**src/rtl/wt_dcache_pkg.sv**
```systemverilog
// Shared types for the write-through data cache.
package wt_dcache_pkg;
    // Controller states: waiting for accesses, fetching a line, finishing a store miss
    typedef enum logic [1:0] {
        ST_IDLE  = 2'd0,
        ST_FILL  = 2'd1,
        ST_STORE = 2'd2
    } dc_state_e;
endpackage

```
**src/rtl/dc_tag_store.sv**
```systemverilog
// Valid and tag array, one entry per set.
// Lookup is combinational. A write marks the set valid with a new tag.
// Assumes a write happens only at the end of a line fill.
module dc_tag_store #(
    parameter int IDX_W = 4,
    parameter int TAG_W = 2
) (
    input  logic             clk,
    input  logic             rst_n,
    input  logic [IDX_W-1:0] lk_idx,
    input  logic [TAG_W-1:0] lk_tag,
    output logic             lk_hit,
    input  logic             wr_en,
    input  logic [IDX_W-1:0] wr_idx,
    input  logic [TAG_W-1:0] wr_tag
);
    localparam int SETS = 1 << IDX_W;

    logic [SETS-1:0]  vld_q;
    logic [TAG_W-1:0] tag_q [SETS];

    // Clear valid bits on reset, set one on a fill
    always_ff @(posedge clk) begin
        if (!rst_n) begin
            vld_q <= '0;
        end else if (wr_en) begin
            vld_q[wr_idx] <= 1'b1;
        end
    end

    // Record the tag of the filled line
    always_ff @(posedge clk) begin
        if (wr_en) begin
            tag_q[wr_idx] <= wr_tag;
        end
    end

    // Compare the stored tag for the looked-up set
    always_comb begin
        lk_hit = vld_q[lk_idx] && (tag_q[lk_idx] == lk_tag);
    end

    // a filled set holds the written tag on the next cycle
    a_r2_tag_written: assert property (@(posedge clk) disable iff (!rst_n)
        wr_en |=> (vld_q[$past(wr_idx)] && tag_q[$past(wr_idx)] == $past(wr_tag)));
endmodule

```
**src/rtl/dc_data_store.sv**
```systemverilog
// Data array of SETS lines by WORDS words with one combinational read port
// and one synchronous write port. The contents are not reset, because
// validity is tracked in the tag store.
module dc_data_store #(
    parameter int IDX_W  = 4,
    parameter int OFF_W  = 2,
    parameter int DATA_W = 32
) (
    input  logic              clk,
    input  logic [IDX_W-1:0]  rd_idx,
    input  logic [OFF_W-1:0]  rd_off,
    output logic [DATA_W-1:0] rd_data,
    input  logic              wr_en,
    input  logic [IDX_W-1:0]  wr_idx,
    input  logic [OFF_W-1:0]  wr_off,
    input  logic [DATA_W-1:0] wr_data
);
    localparam int ENTRIES = 1 << (IDX_W + OFF_W);

    logic [DATA_W-1:0] mem_q [ENTRIES];

    // Write one word
    always_ff @(posedge clk) begin
        if (wr_en) begin
            mem_q[{wr_idx, wr_off}] <= wr_data;
        end
    end

    // Read the addressed word
    always_comb begin
        rd_data = mem_q[{rd_idx, rd_off}];
    end
endmodule

```
**src/rtl/dc_fill_ctrl.sv**
```systemverilog
// Miss sequencer. On a miss it walks the line's words in offset order.
// Each word takes a request cycle and then a cycle that waits for ready.
// A store miss ends with one extra cycle that performs the store, then
// raises a one-cycle retire flag so the held request is not repeated.
// Assumes memory answers reads with ready; writes need no answer.
module dc_fill_ctrl
    import wt_dcache_pkg::*;
#(
    parameter int OFF_W = 2
) (
    input  logic             clk,
    input  logic             rst_n,
    input  logic             start,
    input  logic             start_we,
    input  logic             mem_ready,
    output dc_state_e        state,
    output logic [OFF_W-1:0] word_sel,
    output logic             fill_req,
    output logic             fill_wr,
    output logic             fill_done,
    output logic             store_now,
    output logic             retire
);
    localparam int CW = OFF_W + 1;
    localparam logic [CW-1:0] LAST = {CW{1'b1}};
    localparam logic [CW-1:0] ONE  = CW'(1);

    dc_state_e     state_q;
    logic [CW-1:0] cnt_q;
    logic          we_q;
    logic          retire_q;

    // Step the sequencer through the fill and the store cycle
    always_ff @(posedge clk) begin
        if (!rst_n) begin
            state_q  <= ST_IDLE;
            cnt_q    <= '0;
            we_q     <= 1'b0;
            retire_q <= 1'b0;
        end else begin
            retire_q <= 1'b0;
            case (state_q)
                ST_IDLE: begin
                    if (start) begin
                        state_q <= ST_FILL;
                        cnt_q   <= ONE;
                        we_q    <= start_we;
                    end
                end
                ST_FILL: begin
                    if (!cnt_q[0]) begin
                        cnt_q <= cnt_q + ONE;
                    end else if (mem_ready) begin
                        if (cnt_q == LAST) begin
                            cnt_q   <= '0;
                            state_q <= we_q ? ST_STORE : ST_IDLE;
                        end else begin
                            cnt_q <= cnt_q + ONE;
                        end
                    end
                end
                ST_STORE: begin
                    state_q  <= ST_IDLE;
                    retire_q <= 1'b1;
                end
                default: state_q <= ST_IDLE;
            endcase
        end
    end

    // Decode the per-cycle actions of the sequencer
    always_comb begin
        state     = state_q;
        word_sel  = cnt_q[OFF_W:1];
        fill_req  = (state_q == ST_IDLE && start) || (state_q == ST_FILL && !cnt_q[0]);
        fill_wr   = (state_q == ST_FILL) && cnt_q[0] && mem_ready;
        fill_done = fill_wr && (cnt_q == LAST);
        store_now = (state_q == ST_STORE);
        retire    = retire_q;
    end

    // a load fill returns to idle right after its last word
    a_r4_load_fill_ends: assert property (@(posedge clk) disable iff (!rst_n)
        (state_q == ST_FILL && cnt_q == LAST && mem_ready && !we_q) |=> (state_q == ST_IDLE));
    // a store fill is followed by the store cycle
    a_r7_store_follows_fill: assert property (@(posedge clk) disable iff (!rst_n)
        (state_q == ST_FILL && cnt_q == LAST && mem_ready && we_q) |=> (state_q == ST_STORE));
endmodule

```
**src/rtl/wt_dcache.sv**
```systemverilog
// Write-through direct-mapped data cache, top level.
// Loads hit in the request cycle. Misses fetch the whole line in offset
// order, and every store is written to memory in the cycle it updates the
// cache. Assumes the processor holds its request while stall is high.
module wt_dcache
    import wt_dcache_pkg::*;
#(
    parameter int TAG_W  = 2,
    parameter int IDX_W  = 4,
    parameter int OFF_W  = 2,
    parameter int DATA_W = 32
) (
    input  logic                           clk,
    input  logic                           rst_n,
    input  logic                           cpu_req,
    input  logic                           cpu_we,
    input  logic [TAG_W+IDX_W+OFF_W-1:0]   cpu_addr,
    input  logic [DATA_W-1:0]              cpu_wdata,
    output logic [DATA_W-1:0]              cpu_rdata,
    output logic                           cpu_stall,
    output logic                           mem_req,
    output logic                           mem_we,
    output logic [TAG_W+IDX_W+OFF_W-1:0]   mem_addr,
    output logic [DATA_W-1:0]              mem_wdata,
    input  logic [DATA_W-1:0]              mem_rdata,
    input  logic                           mem_ready
);
    localparam int ADDR_W = TAG_W + IDX_W + OFF_W;

    logic [TAG_W-1:0]  a_tag;
    logic [IDX_W-1:0]  a_idx;
    logic [OFF_W-1:0]  a_off;
    logic [TAG_W-1:0]  m_tag_q;
    logic [IDX_W-1:0]  m_idx_q;
    logic [OFF_W-1:0]  m_off_q;
    logic [DATA_W-1:0] m_wdata_q;
    logic [TAG_W-1:0]  cur_tag;
    logic [IDX_W-1:0]  cur_idx;
    logic              hit, idle, start, wr_hit;
    dc_state_e         state;
    logic [OFF_W-1:0]  word_sel;
    logic              fill_req, fill_wr, fill_done, store_now, retire;
    logic              d_we;
    logic [IDX_W-1:0]  d_idx;
    logic [OFF_W-1:0]  d_off;
    logic [DATA_W-1:0] d_wdata;

    // Split the processor address and classify the request
    always_comb begin
        a_tag   = cpu_addr[ADDR_W-1 -: TAG_W];
        a_idx   = cpu_addr[OFF_W +: IDX_W];
        a_off   = cpu_addr[OFF_W-1:0];
        idle    = (state == ST_IDLE);
        start   = idle && cpu_req && !hit && !retire;
        wr_hit  = idle && cpu_req && cpu_we && hit && !retire;
        cpu_stall = !idle || start;
        cur_tag = idle ? a_tag : m_tag_q;
        cur_idx = idle ? a_idx : m_idx_q;
    end

    // Capture the missing access so the fill does not depend on held inputs
    always_ff @(posedge clk) begin
        if (!rst_n) begin
            m_tag_q   <= '0;
            m_idx_q   <= '0;
            m_off_q   <= '0;
            m_wdata_q <= '0;
        end else if (start) begin
            m_tag_q   <= a_tag;
            m_idx_q   <= a_idx;
            m_off_q   <= a_off;
            m_wdata_q <= cpu_wdata;
        end
    end

    // Pick the data array write source: fill word, store-miss word or store hit
    always_comb begin
        d_we    = fill_wr || store_now || wr_hit;
        d_idx   = a_idx;
        d_off   = a_off;
        d_wdata = cpu_wdata;
        if (fill_wr) begin
            d_idx   = m_idx_q;
            d_off   = word_sel;
            d_wdata = mem_rdata;
        end else if (store_now) begin
            d_idx   = m_idx_q;
            d_off   = m_off_q;
            d_wdata = m_wdata_q;
        end
    end

    // Drive the backing memory: fill reads or write-through stores
    always_comb begin
        mem_req   = fill_req || store_now || wr_hit;
        mem_we    = store_now || wr_hit;
        mem_wdata = store_now ? m_wdata_q : cpu_wdata;
        if (fill_req) begin
            mem_addr = {cur_tag, cur_idx, word_sel};
        end else if (store_now) begin
            mem_addr = {m_tag_q, m_idx_q, m_off_q};
        end else begin
            mem_addr = cpu_addr;
        end
    end

    dc_tag_store #(.IDX_W(IDX_W), .TAG_W(TAG_W)) tags_i (
        .clk    (clk),
        .rst_n  (rst_n),
        .lk_idx (a_idx),
        .lk_tag (a_tag),
        .lk_hit (hit),
        .wr_en  (fill_done),
        .wr_idx (m_idx_q),
        .wr_tag (m_tag_q)
    );

    dc_data_store #(.IDX_W(IDX_W), .OFF_W(OFF_W), .DATA_W(DATA_W)) data_i (
        .clk     (clk),
        .rd_idx  (a_idx),
        .rd_off  (a_off),
        .rd_data (cpu_rdata),
        .wr_en   (d_we),
        .wr_idx  (d_idx),
        .wr_off  (d_off),
        .wr_data (d_wdata)
    );

    dc_fill_ctrl #(.OFF_W(OFF_W)) ctrl_i (
        .clk       (clk),
        .rst_n     (rst_n),
        .start     (start),
        .start_we  (cpu_we),
        .mem_ready (mem_ready),
        .state     (state),
        .word_sel  (word_sel),
        .fill_req  (fill_req),
        .fill_wr   (fill_wr),
        .fill_done (fill_done),
        .store_now (store_now),
        .retire    (retire)
    );

    // a fill read request lasts one cycle, then waits for the answer
    a_r5_req_one_cycle: assert property (@(posedge clk) disable iff (!rst_n)
        (mem_req && !mem_we) |=> !(mem_req && !mem_we));
    // an idle-cycle memory write only comes from a processor store
    a_r9_write_needs_store: assert property (@(posedge clk) disable iff (!rst_n)
        (mem_req && mem_we && idle) |-> (cpu_req && cpu_we));
    // a store hit goes through to memory unchanged, without a stall
    a_r6_hit_write_through: assert property (@(posedge clk) disable iff (!rst_n)
        wr_hit |-> (mem_req && mem_we && mem_addr == cpu_addr && mem_wdata == cpu_wdata && !cpu_stall));
    // no stall while idle without a request
    a_r1_idle_no_stall: assert property (@(posedge clk) disable iff (!rst_n)
        (idle && !cpu_req) |-> !cpu_stall);
endmodule

```
**config.mk**
```make
export PLATFORM = sky130hd
export DESIGN_NAME = wt_dcache
export DESIGN_NICKNAME = d
export VERILOG_FILES = /design/src/rtl/wt_dcache_pkg.sv /design/src/rtl/dc_tag_store.sv /design/src/rtl/dc_data_store.sv /design/src/rtl/dc_fill_ctrl.sv /design/src/rtl/wt_dcache.sv
export SDC_FILE = /design/constraint.sdc
export NUM_CORES = 2
export LEC_CHECK = 0
export BUFFER_PORTS_ARGS = -buffer_cell sky130_fd_sc_hd__buf_4
export CORE_AREA = 2 2 410 453
export CTS_BUF_LIST = sky130_fd_sc_hd__clkbuf_2
export CTS_CLUSTER_SIZE = 40
export DETAILED_ROUTE_END_ITERATION = 10
export DIE_AREA = 0 0 412 455
export HOLD_SLACK_MARGIN = 0.06
export PLACE_DENSITY = 0.71
export SYNTH_ARGS = -nofsm -noshare
export SYNTH_HDL_FRONTEND = slang
export SYNTH_SLANG_ARGS = --single-unit
```
**constraint.sdc**
```tcl
create_clock -name clk -period 7.1 [get_ports clk]
set_input_delay 1.42 -clock clk [delete_from_list [all_inputs] [get_ports clk]]
set_output_delay 1.42 -clock clk [all_outputs]
set_load 0.005 [all_outputs]
```
==> metrics.md <==
| Metric | Value |
|---|---|
| Critical Path AT | about 4800 ps |
| Max Freq | between 150 and 200 MHz |
| Fillcell total | 14300 |
| Fraction of registers with async set/reset | 0% |
| Drt total wl | about 220 mm |
| Final Setup Violations | 0 |
| WP data required | approximately 5700 ps |
| Routed wire length per instance | slightly above 30 µm |
| Residual DRC | 0 |
| R2R depth | 8 |
| HP Class | input port to flip-flop |
| Int Power | between 15 and 20 mW |
| CP Capture Type | primary output |
| Slew Limit Fails | 0 |
| Mean Syn Cell Area | 22.3 µm² |
| Synth top cells by count | edfxtp_1, mux4_2, nand2_1, nor2_1, clkbuf_1 |
| FP Rows | roughly 170 |
| DRT iter0 DRCs | 6003 |
| Starting Density | a little under half |
| Worst-skew pair later-pin latency | 1870 ps |
| Vias in the first global route | 44400 |
| Setup Skew | between 150 and 200 ps |
| VDD IR-drop max | about 0.00019 V |
| Sequential Power Share | between 50% and 60% |
| Routability Congestion | 0.855 |
| Synth area leaders | edfxtp_1, mux4_2, dfxtp_1, nand2_1, nor2_1 |
| DR vias | 43900 |
| Fin. Hold Viols | 0 |
| Core Footprint | around 180000 µm² |
| Ys flop type | edfxtp_1 |
| Post-synthesis cell type count | 55 |
| Root Driver | clkbuf_2 |
| Die area | between 150000 and 200000 µm² |
| Post-Syn Instances | 3749 |
| Setup CP Type | flip-flop to primary output |
| Ratio of cells with drive above 1 in the final layout | 40.6% |
| Worst-path fanout max | 33 |
| Grt total ovfl | 0 |
| Routed Antenna Nets | 0 |
| TNS Setup | 0 ps |
| Setup slack after layout | roughly 890 ps |
| First-pass GRT wire length | between 300 and 400 mm |
| Number of buffers created by CTS | about 530 |
| Worst-path clk slew | 110 ps |
| Post-CTS Setup Bufs | 0 |
| R2R Setup Slk | about 2700 ps |
| Post-Syn Area | about 84000 µm² |
| Min cycle time layout | just over 6000 ps |
| Hold_sp | rst_n |
| Syn-to-layout area delta | 13.2% |
| Share of the synthesized area in the top cell type | roughly three quarters |
| Pwr Total | 23.7 mW |
| Global-route usage over all layers | 23.5% |
| H-tree depth | 6 |
| Worst hold path endpoint | ctrl_i.cnt_q[0] |
| # nets final | 4505 |
| Most frequent cell after synthesis | edfxtp_1 |
| Worst-Margin Slew | 1220 ps |
| Warning count from the yosys run | 0 |
| RSZ-0062 raised after global routing | false |
| Synth Register Bits | approximately 2100 |
| EDFF count, synth | about 2100 |
| I/O pins | approximately 150 |
| Die height | ~460 µm |
| Area leader, netlist | edfxtp_1 |
| Port bufs | approximately 150 |
| Clk buf depth | 4 |
| Place WS | approximately 1000 ps |
| Vias per std cell | 6.10 |
| Power Density | between 200 and 250 nW/µm² |
| Max-slew headroom | roughly 18% |
| Final period util | 87.5% |
| Status | complete, no violations |
| Clock sinks | approximately 2100 |
| Combinational Power Share | between 6 and 7% |
| Initial antenna violation count | 8 |
| TritonRoute pass-1 iters | 8 |
| Die Width | 412 µm |
| Post-Syn Nets | approximately 3800 |
| Sw Share | around 25% |
| Psw | 5.82 mW |
| Register area share after synthesis | roughly 76% |
| Leak pwr | about 30 nW |
| CTS tree | yes |
| Reg2reg end | data_i.mem_q[9][29] |
| Worst hold path depth | 2 |
| Max-Cap Viols | 0 |
| Largest net degree at the start of global routing | 94 |
| Worst setup SP type | flip-flop |
| Reg2Reg Launch Point | tags_i.tag_q[8][0] |
| Clock network power share | approximately a third |
| Final HPWL DP | 121 mm |
-- power by group through the flow --
stage / combinational (mW) / sequential [mW] / clock [mW]
CTS: 1.62 / 14.0 / 8.20
detailed placement: 1.60 / 14.3 / 0
global route: 1.71 / 14.0 / 8.82
floorplan: 0.939 / 14.3 / 0
global placement: 1.57 / 14.3 / 0
finish: 1.63 / 14.0 / 8.02
-- registers in the layout, summed over array words and instances, names as in the netlist --
name / cells
data_i.mem_q: 2048
m_wdata_q: 32
tags_i.tag_q: 32
tags_i.vld_q: 16
m_idx_q: 4
ctrl_i.cnt_q: 3
ctrl_i.state: 2
m_off_q: 2
m_tag_q: 2
ctrl_i.retire: 1
ctrl_i.we_q: 1
-- cell type report --
type	count	area [µm²]	share of cell area (%)
flip-flops and latches	2143	63700	67.2
multi-input cells	1372	20000	21.1
clock buffers	767	3840	4.05
repair buffers	371	3470	3.66
well taps	2421	3030	3.19
clock inverters	115	723	0.763
inverters	4	16.3	0.0172
diodes	5	12.5	0.0132
-- cells in the final DEF (no fill, tap or decap), types with 3 or more instances in the layout --
| cell | count |
|---|---|
| and3_1 | 42 |
| mux2_2 | 18 |
| clkinvlp_4 | 4 |
| bufinv_16 | 10 |
| nand4_1 | 4 |
| diode_2 | 5 |
| o21ai_0 | 53 |
| nand3_1 | 4 |
| buf_12 | 44 |
| nor2_1 | 109 |
| nand2_1 | 198 |
| nor4_1 | 3 |
| buf_4 | 286 |
| a2bb2oi_1 | 38 |
| mux2i_1 | 24 |
| dfxtp_1 | 63 |
| nor2_4 | 33 |
| nand2b_1 | 5 |
| nor3_1 | 7 |
| clkinv_1 | 76 |
| o311ai_0 | 10 |
| and3b_1 | 3 |
| edfxtp_1 | 2080 |
| dlygate4sd3_1 | 36 |
| buf_8 | 3 |
| a21oi_4 | 64 |
| o21a_1 | 8 |
| clkbuf_2 | 767 |
| o311ai_1 | 30 |
| nor3b_1 | 3 |
| clkinv_2 | 8 |
| mux4_2 | 672 |
| a21oi_1 | 9 |
| inv_1 | 3 |
| inv_2 | 17 |
-- kinds of logic (layout without fill, tap and decap cells) --
logic type	after synthesis	after routing	synth area share (%)
other	0	5	0
AO/OA/AOI/OAI	230	230	1.87
buffers and inverters	234	1257	1.21
AND/OR/NAND/NOR	424	424	2.17
multiplexers	715	715	18.6
XOR/XNOR	1	1	0.0105
flip-flops	2143	2143	76.1
adder cells (fa/ha/maj)	2	2	0.0299
-- how the worst max path moves through the flow --
stage                               end                start  depth (start not counted)
finish                        cpu_stall   tags_i.tag_q[8][0]                          7
global route                mem_addr[0]  tags_i.tag_q[10][0]                          8
CTS                         mem_addr[0]   tags_i.tag_q[8][0]                          8
detailed placement          mem_addr[0]          cpu_addr[3]                          9
global placement    data_i.mem_q[11][6]          cpu_addr[3]                          9
floorplan           data_i.mem_q[10][0]          cpu_addr[3]                          9
-- routing by layer --
layer	GRT usage, %	up-vias	wire, µm
met5	0	-	0
met4	8.25	0	6380
met3	4.96	395	24200
met2	37.4	2776	106000
met1	32.5	23200	82400
li1	-	17600	-
-- repair_timing --
action,CTS,global route
hold buffers,36,0
endpoints found under the hold margin,37,0
resized for setup,0,0
-- critical path, cell delays in order, from the launching register on --
cell and delay, ps:
edfxtp_1 410, mux4_2 470, mux4_2 520, xor2_4 650, buf_4 450, o31ai_1 160
nand2_1 170, buf_4 120
-- stage by stage --
step / instances / util [%] / area (µm²) / hold slack [ps]
final: 7198 / 51.8 / 94800 / 274
after global routing: 7196 / 51.8 / 94800 / 173
after CTS: 7192 / 51.8 / 94800 / 60.0
after detailed placement: 6274 / 49.1 / 89900 / 448
after global placement: 6274 / 49.1 / 89900 / 445
after floorplan: 3749 / - / 83700 / 435
Note: power is estimated with default switching activity, not from simulation.
